<file path="config.mk">
export PLATFORM = sky130hd
export DESIGN_NAME = dma_desc_loader
export DESIGN_NICKNAME = d
export VERILOG_FILES = /design/src/rtl/dld_pkg.sv /design/src/rtl/dld_decode.sv /design/src/rtl/dld_regfile.sv /design/src/rtl/dld_fsm.sv /design/src/rtl/dma_desc_loader.sv
export SDC_FILE = /design/constraint.sdc
export NUM_CORES = 1
export LEC_CHECK = 0
export BUFFER_PORTS_ARGS = -buffer_cell sky130_fd_sc_hd__buf_4
export CAP_MARGIN = 10
export CELL_PAD_IN_SITES_DETAIL_PLACEMENT = 0
export CELL_PAD_IN_SITES_GLOBAL_PLACEMENT = 1
export CORE_MARGIN = 2
export CORE_UTILIZATION = 41
export DETAILED_ROUTE_END_ITERATION = 6
export PLACE_DENSITY = 0.95
export SETUP_SLACK_MARGIN = 0.3
export SYNTH_ARGS = -nofsm -noshare
export SYNTH_HDL_FRONTEND = slang
export SYNTH_SLANG_ARGS = --single-unit
export TNS_END_PERCENT = 20
</file>
<file path="constraint.sdc">
create_clock -name clk -period 3.73 [get_ports clk]
set_input_delay 0.1865 -clock clk [delete_from_list [all_inputs] [get_ports clk]]
set_output_delay 0.1865 -clock clk [all_outputs]
set_load 0.005 [all_outputs]
</file>
<file path="src/rtl/dld_pkg.sv">
package dld_pkg;

    typedef enum logic [2:0] {
        ST_IDLE,
        ST_DECODE,
        ST_FETCH,
        ST_APPLY,
        ST_DONE
    } ld_state_e;

    // transfer mode codes (config bits 14:12)
    localparam logic [2:0] FL_STOP  = 3'd0;
    localparam logic [2:0] FL_AUTO  = 3'd1;
    localparam logic [2:0] FL_ARRAY = 3'd4;
    localparam logic [2:0] FL_SMALL = 3'd6;
    localparam logic [2:0] FL_LARGE = 3'd7;

    // parameter slot order; the loader's word mapping depends on it
    localparam int NSLOT     = 9;
    localparam int SL_NDP_LO = 0;
    localparam int SL_NDP_HI = 1;
    localparam int SL_SA_LO  = 2;
    localparam int SL_SA_HI  = 3;
    localparam int SL_CFG    = 4;
    localparam int SL_XCNT   = 5;
    localparam int SL_XMOD   = 6;
    localparam int SL_YCNT   = 7;
    localparam int SL_YMOD   = 8;

endpackage

</file>
<file path="src/rtl/dld_decode.sv">
module dld_decode
    import dld_pkg::*;
#(
    parameter int CW = 4
) (
    input  logic [2:0]    flow,
    input  logic [CW-1:0] nsize,
    input  logic [CW-1:0] widx,
    output logic          legal,
    output logic          from_cur,
    output logic [CW-1:0] slot
);

    always_comb begin
        legal    = 1'b0;
        from_cur = 1'b0;
        slot     = '0;
        case (flow)
            FL_STOP, FL_AUTO: begin
                legal = (nsize == '0);
            end
            FL_ARRAY: begin
                legal    = (nsize != '0) && (nsize <= CW'(7));
                from_cur = 1'b1;
                slot     = widx + CW'(SL_SA_LO);
            end
            FL_SMALL: begin
                legal = (nsize != '0) && (nsize <= CW'(8));
                slot  = (widx == '0) ? CW'(SL_NDP_LO) : widx + CW'(1);
            end
            FL_LARGE: begin
                legal = (nsize != '0) && (nsize <= CW'(9));
                slot  = widx;
            end
            default: begin
                legal = 1'b0;
            end
        endcase
    end

endmodule

</file>
<file path="src/rtl/dld_regfile.sv">
module dld_regfile
    import dld_pkg::*;
#(
    parameter int WW = 16,
    parameter int CW = 4
) (
    input  logic                       clk,
    input  logic                       rst_n,
    input  logic                       load_en,
    input  logic [NSLOT-1:0][WW-1:0]   init_vals,
    input  logic                       wr_en,
    input  logic [CW-1:0]              wr_slot,
    input  logic [WW-1:0]              wr_data,
    output logic [NSLOT-1:0][WW-1:0]   slots
);

    for (genvar i = 0; i < NSLOT; i++) begin : g_slot
        always_ff @(posedge clk or negedge rst_n) begin
            if (!rst_n) begin
                slots[i] <= '0;
            end else if (load_en) begin
                slots[i] <= init_vals[i];
            end else if (wr_en && (wr_slot == CW'(i))) begin
                slots[i] <= wr_data;
            end
        end
    end

endmodule

</file>
<file path="src/rtl/dld_fsm.sv">
module dld_fsm
    import dld_pkg::*;
#(
    parameter int AW = 32,
    parameter int CW = 4
) (
    input  logic          clk,
    input  logic          rst_n,
    input  logic          start,
    input  logic          legal,
    input  logic [CW-1:0] nwords,
    input  logic          from_cur,
    input  logic [AW-1:0] cur_base,
    input  logic [AW-1:0] next_base,
    input  logic          rd_valid,
    output logic [CW-1:0] widx,
    output logic          rd_req,
    output logic [AW-1:0] rd_addr,
    output logic          wr_en,
    output logic          load_en,
    output logic          apply_en,
    output logic          fault,
    output logic          done,
    output logic          busy
);

    ld_state_e st_q, st_d;
    logic [AW-1:0] addr_q;
    logic          last_word;

    assign last_word = (widx == nwords - CW'(1));

    always_ff @(posedge clk or negedge rst_n) begin
        if (!rst_n) st_q <= ST_IDLE;
        else        st_q <= st_d;
    end

    always_comb begin
        st_d = st_q;
        unique case (st_q)
            ST_IDLE:   if (start) st_d = ST_DECODE;
            ST_DECODE: begin
                if (!legal)              st_d = ST_IDLE;
                else if (nwords == '0)   st_d = ST_APPLY;
                else                     st_d = ST_FETCH;
            end
            ST_FETCH:  if (rd_valid && last_word) st_d = ST_APPLY;
            ST_APPLY:  st_d = ST_DONE;
            ST_DONE:   st_d = ST_IDLE;
            default:   st_d = ST_IDLE;
        endcase
    end

    always_comb begin
        rd_req   = 1'b0;
        wr_en    = 1'b0;
        load_en  = 1'b0;
        apply_en = 1'b0;
        fault    = 1'b0;
        done     = 1'b0;
        busy     = (st_q != ST_IDLE);
        unique case (st_q)
            ST_IDLE:   load_en  = start;
            ST_DECODE: fault    = !legal;
            ST_FETCH: begin
                rd_req = 1'b1;
                wr_en  = rd_valid;
            end
            ST_APPLY:  apply_en = 1'b1;
            ST_DONE:   done     = 1'b1;
            default:   busy     = 1'b0;
        endcase
    end

    always_ff @(posedge clk or negedge rst_n) begin
        if (!rst_n) begin
            widx   <= '0;
            addr_q <= '0;
        end else if (st_q == ST_DECODE) begin
            widx   <= '0;
            addr_q <= from_cur ? cur_base : next_base;
        end else if (st_q == ST_FETCH && rd_valid) begin
            widx   <= widx + CW'(1);
            addr_q <= addr_q + AW'(2);
        end
    end

    assign rd_addr = addr_q;


    req_hold_chk: assert property (@(posedge clk) disable iff (!rst_n)
        (rd_req && !rd_valid) |=> (rd_req && $stable(rd_addr)));


    done_pulse_chk: assert property (@(posedge clk) disable iff (!rst_n)
        done |=> !done);


    word_bound_chk: assert property (@(posedge clk) disable iff (!rst_n)
        rd_req |-> (widx < nwords));

endmodule

</file>
<file path="src/rtl/dma_desc_loader.sv">
module dma_desc_loader
    import dld_pkg::*;
#(
    parameter int WW = 16
) (
    input  logic          clk,
    input  logic          rst_n,
    input  logic          start,
    input  logic [15:0]   cfg_in,
    input  logic [31:0]   next_ptr_in,
    input  logic [31:0]   cur_ptr_in,
    input  logic [31:0]   start_in,
    input  logic [15:0]   xcnt_in,
    input  logic [15:0]   xmod_in,
    input  logic [15:0]   ycnt_in,
    input  logic [15:0]   ymod_in,
    output logic          rd_req,
    output logic [31:0]   rd_addr,
    input  logic          rd_valid,
    input  logic [15:0]   rd_data,
    output logic          busy,
    output logic          done,
    output logic          run,
    output logic          err,
    output logic [2:0]    elem_bytes,
    output logic [31:0]   next_ptr,
    output logic [31:0]   start_addr,
    output logic [15:0]   cfg,
    output logic [15:0]   xcnt,
    output logic [15:0]   xmod,
    output logic [15:0]   ycnt,
    output logic [15:0]   ymod,
    output logic [31:0]   cur_ptr,
    output logic [31:0]   cur_addr,
    output logic [15:0]   cur_x,
    output logic [15:0]   cur_y
);

    localparam int AW = 2 * WW;
    localparam int CW = 4;

    logic [NSLOT-1:0][WW-1:0] init_vals, slots;
    logic [2:0]    flow_q;
    logic [CW-1:0] nsize_q, widx, slot;
    logic          legal, from_cur, wr_en, load_en, apply_en, fault;
    logic [2:0]    elem_d;
    logic          misal;
    logic [AW-1:0] ndp, sa;

    assign init_vals[SL_NDP_LO] = next_ptr_in[WW-1:0];
    assign init_vals[SL_NDP_HI] = next_ptr_in[AW-1:WW];
    assign init_vals[SL_SA_LO]  = start_in[WW-1:0];
    assign init_vals[SL_SA_HI]  = start_in[AW-1:WW];
    assign init_vals[SL_CFG]    = cfg_in;
    assign init_vals[SL_XCNT]   = xcnt_in;
    assign init_vals[SL_XMOD]   = xmod_in;
    assign init_vals[SL_YCNT]   = ycnt_in;
    assign init_vals[SL_YMOD]   = ymod_in;

    dld_decode #(.CW(CW)) u_dec (
        .flow     (flow_q),
        .nsize    (nsize_q),
        .widx     (widx),
        .legal    (legal),
        .from_cur (from_cur),
        .slot     (slot)
    );

    dld_fsm #(.AW(AW), .CW(CW)) u_fsm (
        .clk       (clk),
        .rst_n     (rst_n),
        .start     (start),
        .legal     (legal),
        .nwords    (nsize_q),
        .from_cur  (from_cur),
        .cur_base  (cur_ptr),
        .next_base (ndp),
        .rd_valid  (rd_valid),
        .widx      (widx),
        .rd_req    (rd_req),
        .rd_addr   (rd_addr),
        .wr_en     (wr_en),
        .load_en   (load_en),
        .apply_en  (apply_en),
        .fault     (fault),
        .done      (done),
        .busy      (busy)
    );

    dld_regfile #(.WW(WW), .CW(CW)) u_rf (
        .clk       (clk),
        .rst_n     (rst_n),
        .load_en   (load_en),
        .init_vals (init_vals),
        .wr_en     (wr_en),
        .wr_slot   (slot),
        .wr_data   (rd_data),
        .slots     (slots)
    );

    assign ndp        = {slots[SL_NDP_HI], slots[SL_NDP_LO]};
    assign sa         = {slots[SL_SA_HI], slots[SL_SA_LO]};
    assign next_ptr   = ndp;
    assign start_addr = sa;
    assign cfg        = slots[SL_CFG];
    assign xcnt       = slots[SL_XCNT];
    assign xmod       = slots[SL_XMOD];
    assign ycnt       = slots[SL_YCNT];
    assign ymod       = slots[SL_YMOD];

    always_comb begin
        unique case (cfg[3:2])
            2'b10:   elem_d = 3'd4;
            2'b01:   elem_d = 3'd2;
            default: elem_d = 3'd1;
        endcase
        misal = |(sa[1:0] & (elem_d[1:0] - 2'd1));
    end

    always_ff @(posedge clk or negedge rst_n) begin
        if (!rst_n) begin
            flow_q     <= '0;
            nsize_q    <= '0;
            run        <= 1'b0;
            err        <= 1'b0;
            elem_bytes <= 3'd1;
            cur_ptr    <= '0;
            cur_addr   <= '0;
            cur_x      <= '0;
            cur_y      <= '0;
        end else if (load_en) begin
            flow_q  <= cfg_in[14:12];
            nsize_q <= cfg_in[11:8];
            run     <= 1'b1;
            err     <= 1'b0;
            cur_ptr <= cur_ptr_in;
        end else if (fault) begin
            run <= 1'b0;
            err <= 1'b1;
        end else if (apply_en) begin
            cur_ptr    <= ndp;
            cur_addr   <= sa;
            cur_x      <= (xcnt == '0) ? '1 : xcnt;
            cur_y      <= (ycnt == '0) ? '1 : ycnt;
            elem_bytes <= elem_d;
            if (misal) err <= 1'b1;
        end
    end


    reject_stop_chk: assert property (@(posedge clk) disable iff (!rst_n)
        fault |=> (!run && err && !rd_req));


    count_nonzero_chk: assert property (@(posedge clk) disable iff (!rst_n)
        done |-> (cur_x != '0 && cur_y != '0));


    align_err_chk: assert property (@(posedge clk) disable iff (!rst_n)
        (done && ((cur_addr[1:0] & (elem_bytes[1:0] - 2'd1)) != 2'd0)) |-> (err && run));


    cur_addr_chk: assert property (@(posedge clk) disable iff (!rst_n)
        done |-> (cur_addr == start_addr && cur_ptr == next_ptr));

endmodule

</file>
==> flow_summary.json, run 1 <==
{
  "clock-root-buffer": "clkbuf_16",
  "grt_pass1_wl_mm": 91.2,
  "worst_pin_slew_ns": 1.14,
  "syn_avg_cell_area_um2": 9.44,
  "power_switching_w": 0.00701,
  "ctsHtreeMaxLevel": 2,
  "rows": 69,
  "swShare_pct": 40.0,
  "hpwl_mm": 40.7,
  "cts_tree": "done",
  "final_common_cell": "buf_4",
  "synth_edf_count": 0,
  "track_usage_pct": 31.9,
  "drc_errors": 0,
  "hp-class": "in2reg",
  "cp.required_ns": 4.14,
  "routed_wl_mm": 61.6,
  "p_leak_nw": 9.29,
  "hold_buffers": 178,
  "pwr-share-clk_pct": 19.3,
  "internal_power_w": 0.0105,
  "post_drt_wl_per_cell_um": 23.6,
  "antenna_found_initial": 2,
  "max_cap_viol_count": 0,
  "area_growth_pct": 45.1,
  "p_comb_share_pct": 44.0,
  "postLayoutCellArea_um2": 21300,
  "clock_latency_ns": 0.51,
  "cts_sinks": 291,
  "peakVddDrop_v": 0.000703,
  "yosys-top-cells-area": "dfrtp_1 (50%), nand2_1 (5.7%), o21ai_0 (4.3%)",
  "first_global_vias": 15265,
  "clockBufferDepth": 3,
  "postPlaceCellArea_um2": 18400,
  "rrSetupSlack_ns": 0.64,
  "min-delay-start": "rd_data[13]",
  "drtIter0Drc": 1247,
  "cp-start-kind": "flop",
  "startpoint": "u_fsm.widx[0]",
  "grt_max_degree": 91,
  "yosysWarnings": 0,
  "clkTransAtPathRegs_ns": 0.06,
  "synth_top_area_share_pct": 49.5,
  "status": "completed",
  "vias": 15415,
  "slew_violations": 0,
  "cp.arrival_ns": 3.50,
  "synth_largest_area_cell": "dfrtp_1",
  "path_class": "reg2reg",
  "setup_tns_ns": 0,
  "r2r-start": "u_fsm.widx[0]",
  "overflow": 0,
  "final_cell_mix": "buf_4 (498), dfrtp_1 (290), nand2_1 (222)",
  "ant_nets": 0,
  "die_area_um2": 37300,
  "setup_violations": 0,
  "max_freq_mhz": 323,
  "nets": 2327,
  "synth_fp_nets": 1758,
  "gp_congestion": 0.885,
  "power_frac_seq_pct": 36.7,
  "slew-limit-headroom_pct": 23.7,
  "synthArstFlopShare_pct": 100,
  "coreArea_um2": 35400,
  "syn-cell-area_um2": 14700,
  "p_per_area_nw_per_um2": 823,
  "dpl.cell_count": 2369,
  "synth_cell_types": 72,
  "fin_crit_sh_pct": 82.9,
  "via_per_inst": 5.91,
  "dr.pass1.iters": 6,
  "numPortBuffers": 475,
  "endpoint_kind": "flop",
  "synthCells": 1553,
  "drive_gt1_share_pct": 29.5,
  "die_width_um": 193,
  "cts_buffers": 34,
  "crit_fanout": 17,
  "post_cts_resized": 0,
  "synth-main-ff-cell": "dfrtp_1",
  "seq_area_frac_synth_pct": 49.7,
  "start_util_pct": 41.4,
  "layout.cells.non_filler": 2610,
  "yosys_register_bits": 291,
  "fp.dieH_um": 193,
  "finalCriticalPeriod_ns": 3.09,
  "finalClockSkew_ns": 0.00633,
  "io_pins": 476,
  "cts_setup_buffers": 0,
  "rsz0062_at_grt": "no",
  "final_hold_viol_count": 0
}
[path summary, 6_finish.rpt]
path                            depth (start not counted)         endpoint
worst max-delay path                                    7   u_rf.slots[34]
worst min-delay path                                    3  u_rf.slots[141]
worst max register to register                          7   u_rf.slots[34]
worst min register to register                          2       cur_ptr[8]
max in group asynchronous                               3  u_rf.slots[108]
min in group asynchronous                               2      cur_ptr[17]
[state kept, by name, summed over array words and instances (netlist names), 4 cells and up]
name           cells
u_rf.slots       144
cur_addr          32
cur_ptr           32
u_fsm.rd_addr     32
cur_x             16
cur_y             16
nsize_q            4
u_fsm.widx         4
[layer usage]
metal,vias to the layer above,GRT usage [%],share of wire [%]
met5,-,0,0
met4,0,16.0,5.4
met3,215,6.86,9.6
met2,971,51.4,47
met1,7484,40.7,38
li1,6745,-,-
[power groups by stage]
stage | clock network (W) | logic [W] | registers, W
global route | 0.00353 | 0.00842 | 0.00658
global placement | 0 | 0.00723 | 0.00633
finish | 0.00338 | 0.00770 | 0.00643
detailed placement | 0 | 0.00743 | 0.00636
floorplan | 0 | 0.00380 | 0.00588
CTS | 0.00340 | 0.00761 | 0.00634
[kinds of logic after synthesis]
family	Yosys count	synth area share (%)
buffers and inverters	167	6.00
muxes	42	3.18
DFF	291	49.7
xor gates and xnor gates	31	1.85
adders and majority gates	9	0.768
AOI/OAI and AO/OA	440	20.3
and+or+nand+nor	573	18.2
[cell type report]
| cell class | count | area [µm²] |
|---|---|---|
| Multi-Input combinational cell | 1095 | 6550 |
| Antenna cell | 4 | 10.0 |
| Fill cell | 2866 | 14100 |
| Inverter | 16 | 60.1 |
| Clock inverter | 6 | 83.8 |
| Sequential cell | 291 | 7280 |
| Tap cell | 461 | 577 |
| Timing Repair Buffer | 684 | 5680 |
| Clock buffer | 53 | 1020 |
[cells in the mapped netlist, types with 3 or more instances]
master / count
dfrtp_1: 290
nand2_1: 222
nor2_1: 129
o21ai_0: 127
nand3_1: 113
a31oi_1: 99
clkbuf_1: 92
a21oi_1: 45
o211ai_1: 42
mux2_2: 36
a22oi_1: 34
o22a_1: 32
and3_1: 28
buf_6: 26
xnor2_1: 26
buf_2: 21
a41oi_1: 16
inv_1: 16
nor3_1: 14
nor4_1: 13
o211ai_2: 10
ha_1: 9
nand4_1: 9
buf_4: 8
mux2i_1: 6
a32oi_1: 5
and2_1: 5
xor2_1: 5
nand2b_1: 4
o31a_1: 4
or3_1: 4
a21o_1: 3
and4_1: 3
buf_1: 3
nor3_2: 3
nor4b_1: 3
or2_2: 3
[per-stage QoR]
step,setup slack [ns],hold slack [ns],total power (W),utilization [%]
2_1_floorplan,1.35,-0.109,0.00968,-
3_3_place_gp,0.797,0.248,0.0136,51.9
3_5_place_dp,0.681,0.254,0.0138,51.9
4_1_cts,0.669,0.0570,0.0173,60.0
5_1_grt,0.399,0.0630,0.0185,60.1
6_report,0.637,0.0640,0.0175,60.1
[critical path: stages (launching register included)]
cell and delay, ns:
dfrtp_1 0.51, inv_1 0.11, ha_1 0.24, and4bb_1 0.23, a2111oi_4 0.60, o22ai_2 0.39
or2_1 0.61, o211ai_1 0.30
Power figures use the tool's default switching activity.
==> run 2: changes to the inputs <==
Settings changed: CORE_UTILIZATION 41 to 34, PLACE_DENSITY 0.95 to 0.87.
Clock period 3.73 ns to 2.6 ns, I/O delays scaled along.
==> flow_summary.json, run 2 (synthesis results as in run 1) <==
{
  "cts_buffers": 36,
  "gp_congestion": 0.890,
  "finalCriticalPeriod_ns": 2.43,
  "slew-limit-headroom_pct": 61.6,
  "grt_max_degree": 85,
  "status": "completed",
  "clock-root-buffer": "clkbuf_16",
  "max_stage_delay_ns": 0.48,
  "cp-start-kind": "flop",
  "final_common_cell": "buf_4",
  "setup_violations": 0,
  "vias": 15831,
  "crit_slowest_cell": "a2111o_1",
  "ctsHtreeMaxLevel": 2,
  "area_growth_pct": 56.6,
  "path_buf_inv": 1,
  "endpoint_kind": "flop",
  "fp.dieH_um": 212,
  "rows": 76,
  "startpoint": "u_fsm.widx[1]",
  "fin_crit_sh_pct": 93.3,
  "p_per_area_nw_per_um2": 1150,
  "clock_latency_ns": 0.55,
  "path_depth": 7,
  "die_width_um": 212,
  "rrSetupSlack_ns": 0.17,
  "reg2reg_depth": 7,
  "finalClockSkew_ns": 0.0260,
  "r2r-start": "u_fsm.widx[1]",
  "ant_nets": 0,
  "r2r_end": "u_rf.slots[19]",
  "first_global_vias": 16120,
  "nets": 2418,
  "antenna_found_initial": 1,
  "peakVddDrop_v": 0.000637,
  "clkTransAtPathRegs_ns": 0.06,
  "die_area_um2": 44800,
  "crit_chain": "ha_4, and3b_4, or3_4, a2111o_1, clkbuf_16, o21ai_0, a31oi_1",
  "routed_wl_mm": 67.0,
  "cts_tree": "done",
  "largest_reg_flops": 144,
  "p_leak_nw": 10.0,
  "post_drt_wl_per_cell_um": 24.0,
  "max_freq_mhz": 412,
  "dr.pass1.iters": 5,
  "hp-class": "in2reg",
  "path_delay_family": "compound AO/OA/AOI/OAI gates",
  "rsz0062_at_grt": "yes",
  "worst_pin_slew_ns": 0.576,
  "drive_gt1_share_pct": 34.6,
  "via_per_inst": 5.68,
  "max_cap_viol_count": 0,
  "final_cell_mix": "buf_4 (535), dfrtp_1 (285), nand2_1 (222)",
  "track_usage_pct": 28.9,
  "numPortBuffers": 475,
  "grt_pass1_wl_mm": 98.1,
  "crit_fanout": 16,
  "coreArea_um2": 42800,
  "postLayoutSetupSlackWorst_ns": 0.175,
  "slew_violations": 0,
  "clockBufferDepth": 3,
  "cp.arrival_ns": 2.82,
  "crit_end": "u_rf.slots[19]",
  "io_pins": 476,
  "regMostFlops": "u_rf.slots",
  "drc_errors": 0,
  "cp.required_ns": 3.00,
  "drtIter0Drc": 1356,
  "p_total_w": 0.0264,
  "overflow": 0,
  "hpwl_mm": 42.3,
  "pre_cts_ws_ns": -0.0427,
  "fill_cells": 3675,
  "path_class": "reg2reg",
  "cts_sinks": 291,
  "start_util_pct": 34.2,
  "final_hold_viol_count": 0
}
## run 2: cell types whose count changed in the layout (fill, tap and decap cells not counted), moves of 6 or more
cell,delta
dlygate4sd3_1,+17
o21ai_0,-73
buf_12,+17
o21ai_2,+23
buf_16,+8
buf_4,+37
o21ai_1,+46
clkbuf_1,-6
clkbuf_16,+6
## run 2: area by class of cell
cell class                 count  area (µm²)  share of cell area, %
sequential                   291        7290                   31.8
multi-input combinational   1098        6900                   30.1
timing repair buffer         770        6800                   29.6
clock buffer                  52        1100                   4.81
tap                          546         683                   2.98
clock inverter                12         106                  0.463
inverter                      16        60.1                  0.262
antenna                        3        7.51                 0.0327
## run 2: stage by stage
step	utilization, %	setup TNS (ns)	area, µm²	hold WS [ns]	std cells
2_1_floorplan	-	0	14700	-0.166	1553
3_3_place_gp	44.2	0	18900	0.107	2490
3_5_place_dp	44.2	-0.0507	18900	0.119	2490
4_1_cts	53.1	0	22700	0.0550	2776
5_1_grt	53.6	0	22900	0.112	2785
6_report	53.6	0	23000	0.0813	2788
## run 2: what timing repair did
action | CTS | global route
hold buffers | 195 | 0
resized for setup | 97 | 36
hold endpoints to repair | 242 | 0
setup endpoints to repair | 145 | 156
pin swaps | 26 | 28
setup buffers | 16 | 6
cloned | 11 | 3
## run 2: power breakdown
part           switching [W]  internal, W
Clock                0.00212      0.00306
Combinational        0.00600      0.00603
Sequential           0.00250      0.00674
Total                 0.0106       0.0158
## run 2: worst reg2reg max path, delay by kind of cell (launching register included)
kind,cells,cell delay (ns)
and+or+nand+nor,2,0.61
AOI/OAI and AO/OA,3,0.77
DFF,1,0.46
adders and majority gates,1,0.20
buffers and inverters,1,0.23
## run 2: worst min path at each step
stage,from,endpoint,slack (ns),cells past startpoint
finish,rd_valid,u_fsm.st_q[0],0.08,4
global route,rd_valid,u_fsm.st_q[0],0.11,4
CTS,rd_valid,u_fsm.st_q[0],0.06,4
detailed placement,rst_n,cur_x[11],0.12,1
global placement,rst_n,u_rf.slots[90],0.11,1
floorplan,rst_n,cur_addr[0],-0.17,0
## run 2: routing by layer
layer / vias up / global-route usage, % / wire [µm]
met2: 906 / 46.4 / 31000
met1: 7769 / 36.3 / 26500
met4: 2 / 14.6 / 3240
met3: 197 / 7.19 / 6220
met5: - / 0 / 11
li1: 6957 / - / -
==> run 3: changes to the inputs <==
Settings changed: CELL_PAD_IN_SITES_GLOBAL_PLACEMENT 1 to 2, CORE_UTILIZATION 34 to 27.
==> flow_summary.json, run 3 (synthesis results as in run 1) <==
{
  "clockBufferDepth": 3,
  "rsz0062_at_grt": "yes",
  "fin_crit_sh_pct": 91.4,
  "grt_max_degree": 69,
  "ant_nets": 0,
  "coreArea_um2": 53700,
  "pre_cts_ws_ns": -0.0586,
  "swShare_pct": 40.0,
  "slew-limit-headroom_pct": 57.0,
  "drc_errors": 0,
  "wl_met2_mm": 33.5,
  "min-delay-start": "rd_data[13]",
  "start_util_pct": 27.3,
  "clock_latency_ns": 0.55,
  "rrSetupSlack_ns": 0.22,
  "routed_wl_mm": 69.0,
  "peakVddDrop_v": 0.000598,
  "dr.pass1.iters": 5,
  "fp.dieH_um": 237,
  "largest_reg_flops": 144,
  "crit_fanout": 8,
  "max_cap_viol_count": 0,
  "drtIter0Drc": 1370,
  "via_per_inst": 5.22,
  "power_switching_w": 0.0107,
  "power_frac_seq_pct": 34.0,
  "post_drt_wl_per_cell_um": 23.5,
  "hpwl_mm": 45.9,
  "p_per_area_nw_per_um2": 1170,
  "hold_depth": 3,
  "final_hold_viol_count": 0,
  "endpoint_kind": "flop",
  "cp-start-kind": "flop",
  "regMostFlops": "u_rf.slots",
  "die_width_um": 237,
  "topRoutingLayerUsed": "met4",
  "finish.utilization_pct": 42.5,
  "finalClockSkew_ns": 0.0183,
  "pwr-share-clk_pct": 19.1,
  "vias": 15307,
  "cts_buffers": 36,
  "hold_path_end": "u_rf.slots[29]",
  "setup_tns_ns": 0,
  "finalCriticalPeriod_ns": 2.38,
  "first_global_vias": 15377,
  "drive_gt1_share_pct": 33.4,
  "final_cell_mix": "buf_4 (531), dfrtp_1 (285), nand2_1 (222)",
  "r2r-start": "u_fsm.widx[0]",
  "antenna_found_initial": 5,
  "rows": 85,
  "area_growth_pct": 55.6,
  "postLayoutCellArea_um2": 22800,
  "die_area_um2": 56200,
  "clock-root-buffer": "clkbuf_16",
  "p_comb_share_pct": 46.9,
  "clkTransAtPathRegs_ns": 0.06,
  "numPortBuffers": 475,
  "postPlaceCellArea_um2": 19100,
  "internal_power_w": 0.0160,
  "gp_congestion": 0.878,
  "p_leak_nw": 9.87,
  "status": "completed",
  "worst_pin_slew_ns": 0.644,
  "cts_sinks": 291,
  "overflow": 0,
  "io_pins": 476,
  "met1_length_mm": 28.2,
  "track_usage_pct": 23.4,
  "path_class": "reg2reg",
  "reg2reg_depth": 9,
  "hp-class": "in2reg",
  "setup_violations": 0,
  "final_common_cell": "buf_4",
  "slew_violations": 0,
  "ctsHtreeMaxLevel": 2,
  "cp.required_ns": 3.03,
  "cts_tree": "done",
  "route.met3.wl_mm": 5.28,
  "cp.arrival_ns": 2.80,
  "max_freq_mhz": 421,
  "grt_pass1_wl_mm": 99.2,
  "p_total_w": 0.0267,
  "postLayoutSetupSlackWorst_ns": 0.224,
  "nets": 2409,
  "r2r_end": "u_rf.slots[4]"
}
==> run 3: changes by cell type in the layout (fill, tap and decap cells not counted), moves of 4 or more <==
| cell | before | now |
|---|---|---|
| clkbuf_8 | 10 | 6 |
| o21ai_4 | 4 | 0 |
| o21ai_2 | 23 | 5 |
| dlygate4sd3_1 | 195 | 189 |
| o21ai_1 | 48 | 36 |
| buf_4 | 535 | 531 |
| clkbuf_1 | 4 | 8 |
| buf_16 | 8 | 0 |
| o21ai_0 | 54 | 88 |
| buf_6 | 4 | 10 |
==> run 3: timing repair <==
action | in CTS | in global routing
cloned | 3 | 9
endpoints found under the hold margin | 247 | 1
pin swaps | 10 | 30
resized for setup | 30 | 45
endpoints found under the setup margin | 147 | 150
hold buffers | 188 | 1
setup buffers | 8 | 11
==> run 3: power groups by stage <==
stage          logic [W]  registers [W]  clock network, W
6_report          0.0125        0.00909           0.00509
5_1_grt           0.0136        0.00937           0.00540
4_1_cts           0.0120        0.00905           0.00520
3_5_place_dp      0.0115        0.00907                 0
3_3_place_gp      0.0113        0.00899                 0
2_1_floorplan    0.00558        0.00845                 0
==> run 3: worst max-delay path, stage by stage (launching register included) <==
cell       delay (ns)
dfrtp_2          0.45
inv_2            0.10
ha_4             0.14
or3b_4           0.41
a32o_2           0.33
nor3_4           0.24
buf_6            0.16
and2_4           0.18
clkbuf_16        0.16
o211ai_1         0.09
==> run 3: final cells by class <==
| type | instances | area [µm²] |
|---|---|---|
| Antenna cell | 5 | 12.5 |
| Fill cell | 5122 | 30900 |
| Clock inverter | 13 | 128 |
| Tap cell | 696 | 871 |
| Sequential cell | 291 | 7290 |
| Clock buffer | 51 | 1040 |
| Multi-Input combinational cell | 1099 | 6790 |
| Inverter | 16 | 60.1 |
| Timing Repair Buffer | 760 | 6610 |
==> run 3: metrics by stage <==
step,std cells,hold WS [ns]
after global placement,2642,0.154
final,2931,0.0248
after global routing,2929,0.0171
after detailed placement,2642,0.161
after floorplan,1553,-0.166
after CTS,2905,0.000846
==> run 3: how the worst max path moves through the flow <==
stage             startpoint         endpoint  slack [ns]  cells past startpoint
2_1_floorplan  u_fsm.widx[0]   u_rf.slots[74]        0.31                     10
3_3_place_gp   u_fsm.widx[1]   u_rf.slots[17]       -0.03                      8
3_5_place_dp   u_fsm.widx[2]   u_rf.slots[30]       -0.06                      7
4_1_cts        u_fsm.widx[1]   u_rf.slots[17]        0.27                      7
5_1_grt        u_fsm.widx[0]  u_rf.slots[130]        0.15                      7
6_report       u_fsm.widx[0]    u_rf.slots[4]        0.22                      9
==> run 3: routing by layer <==
layer | GRT usage [%] | up-vias
met5 | 0 | -
met4 | 8.09 | 0
met3 | 5.46 | 104
met2 | 39.2 | 658
met1 | 29.6 | 7615
li1 | - | 6930
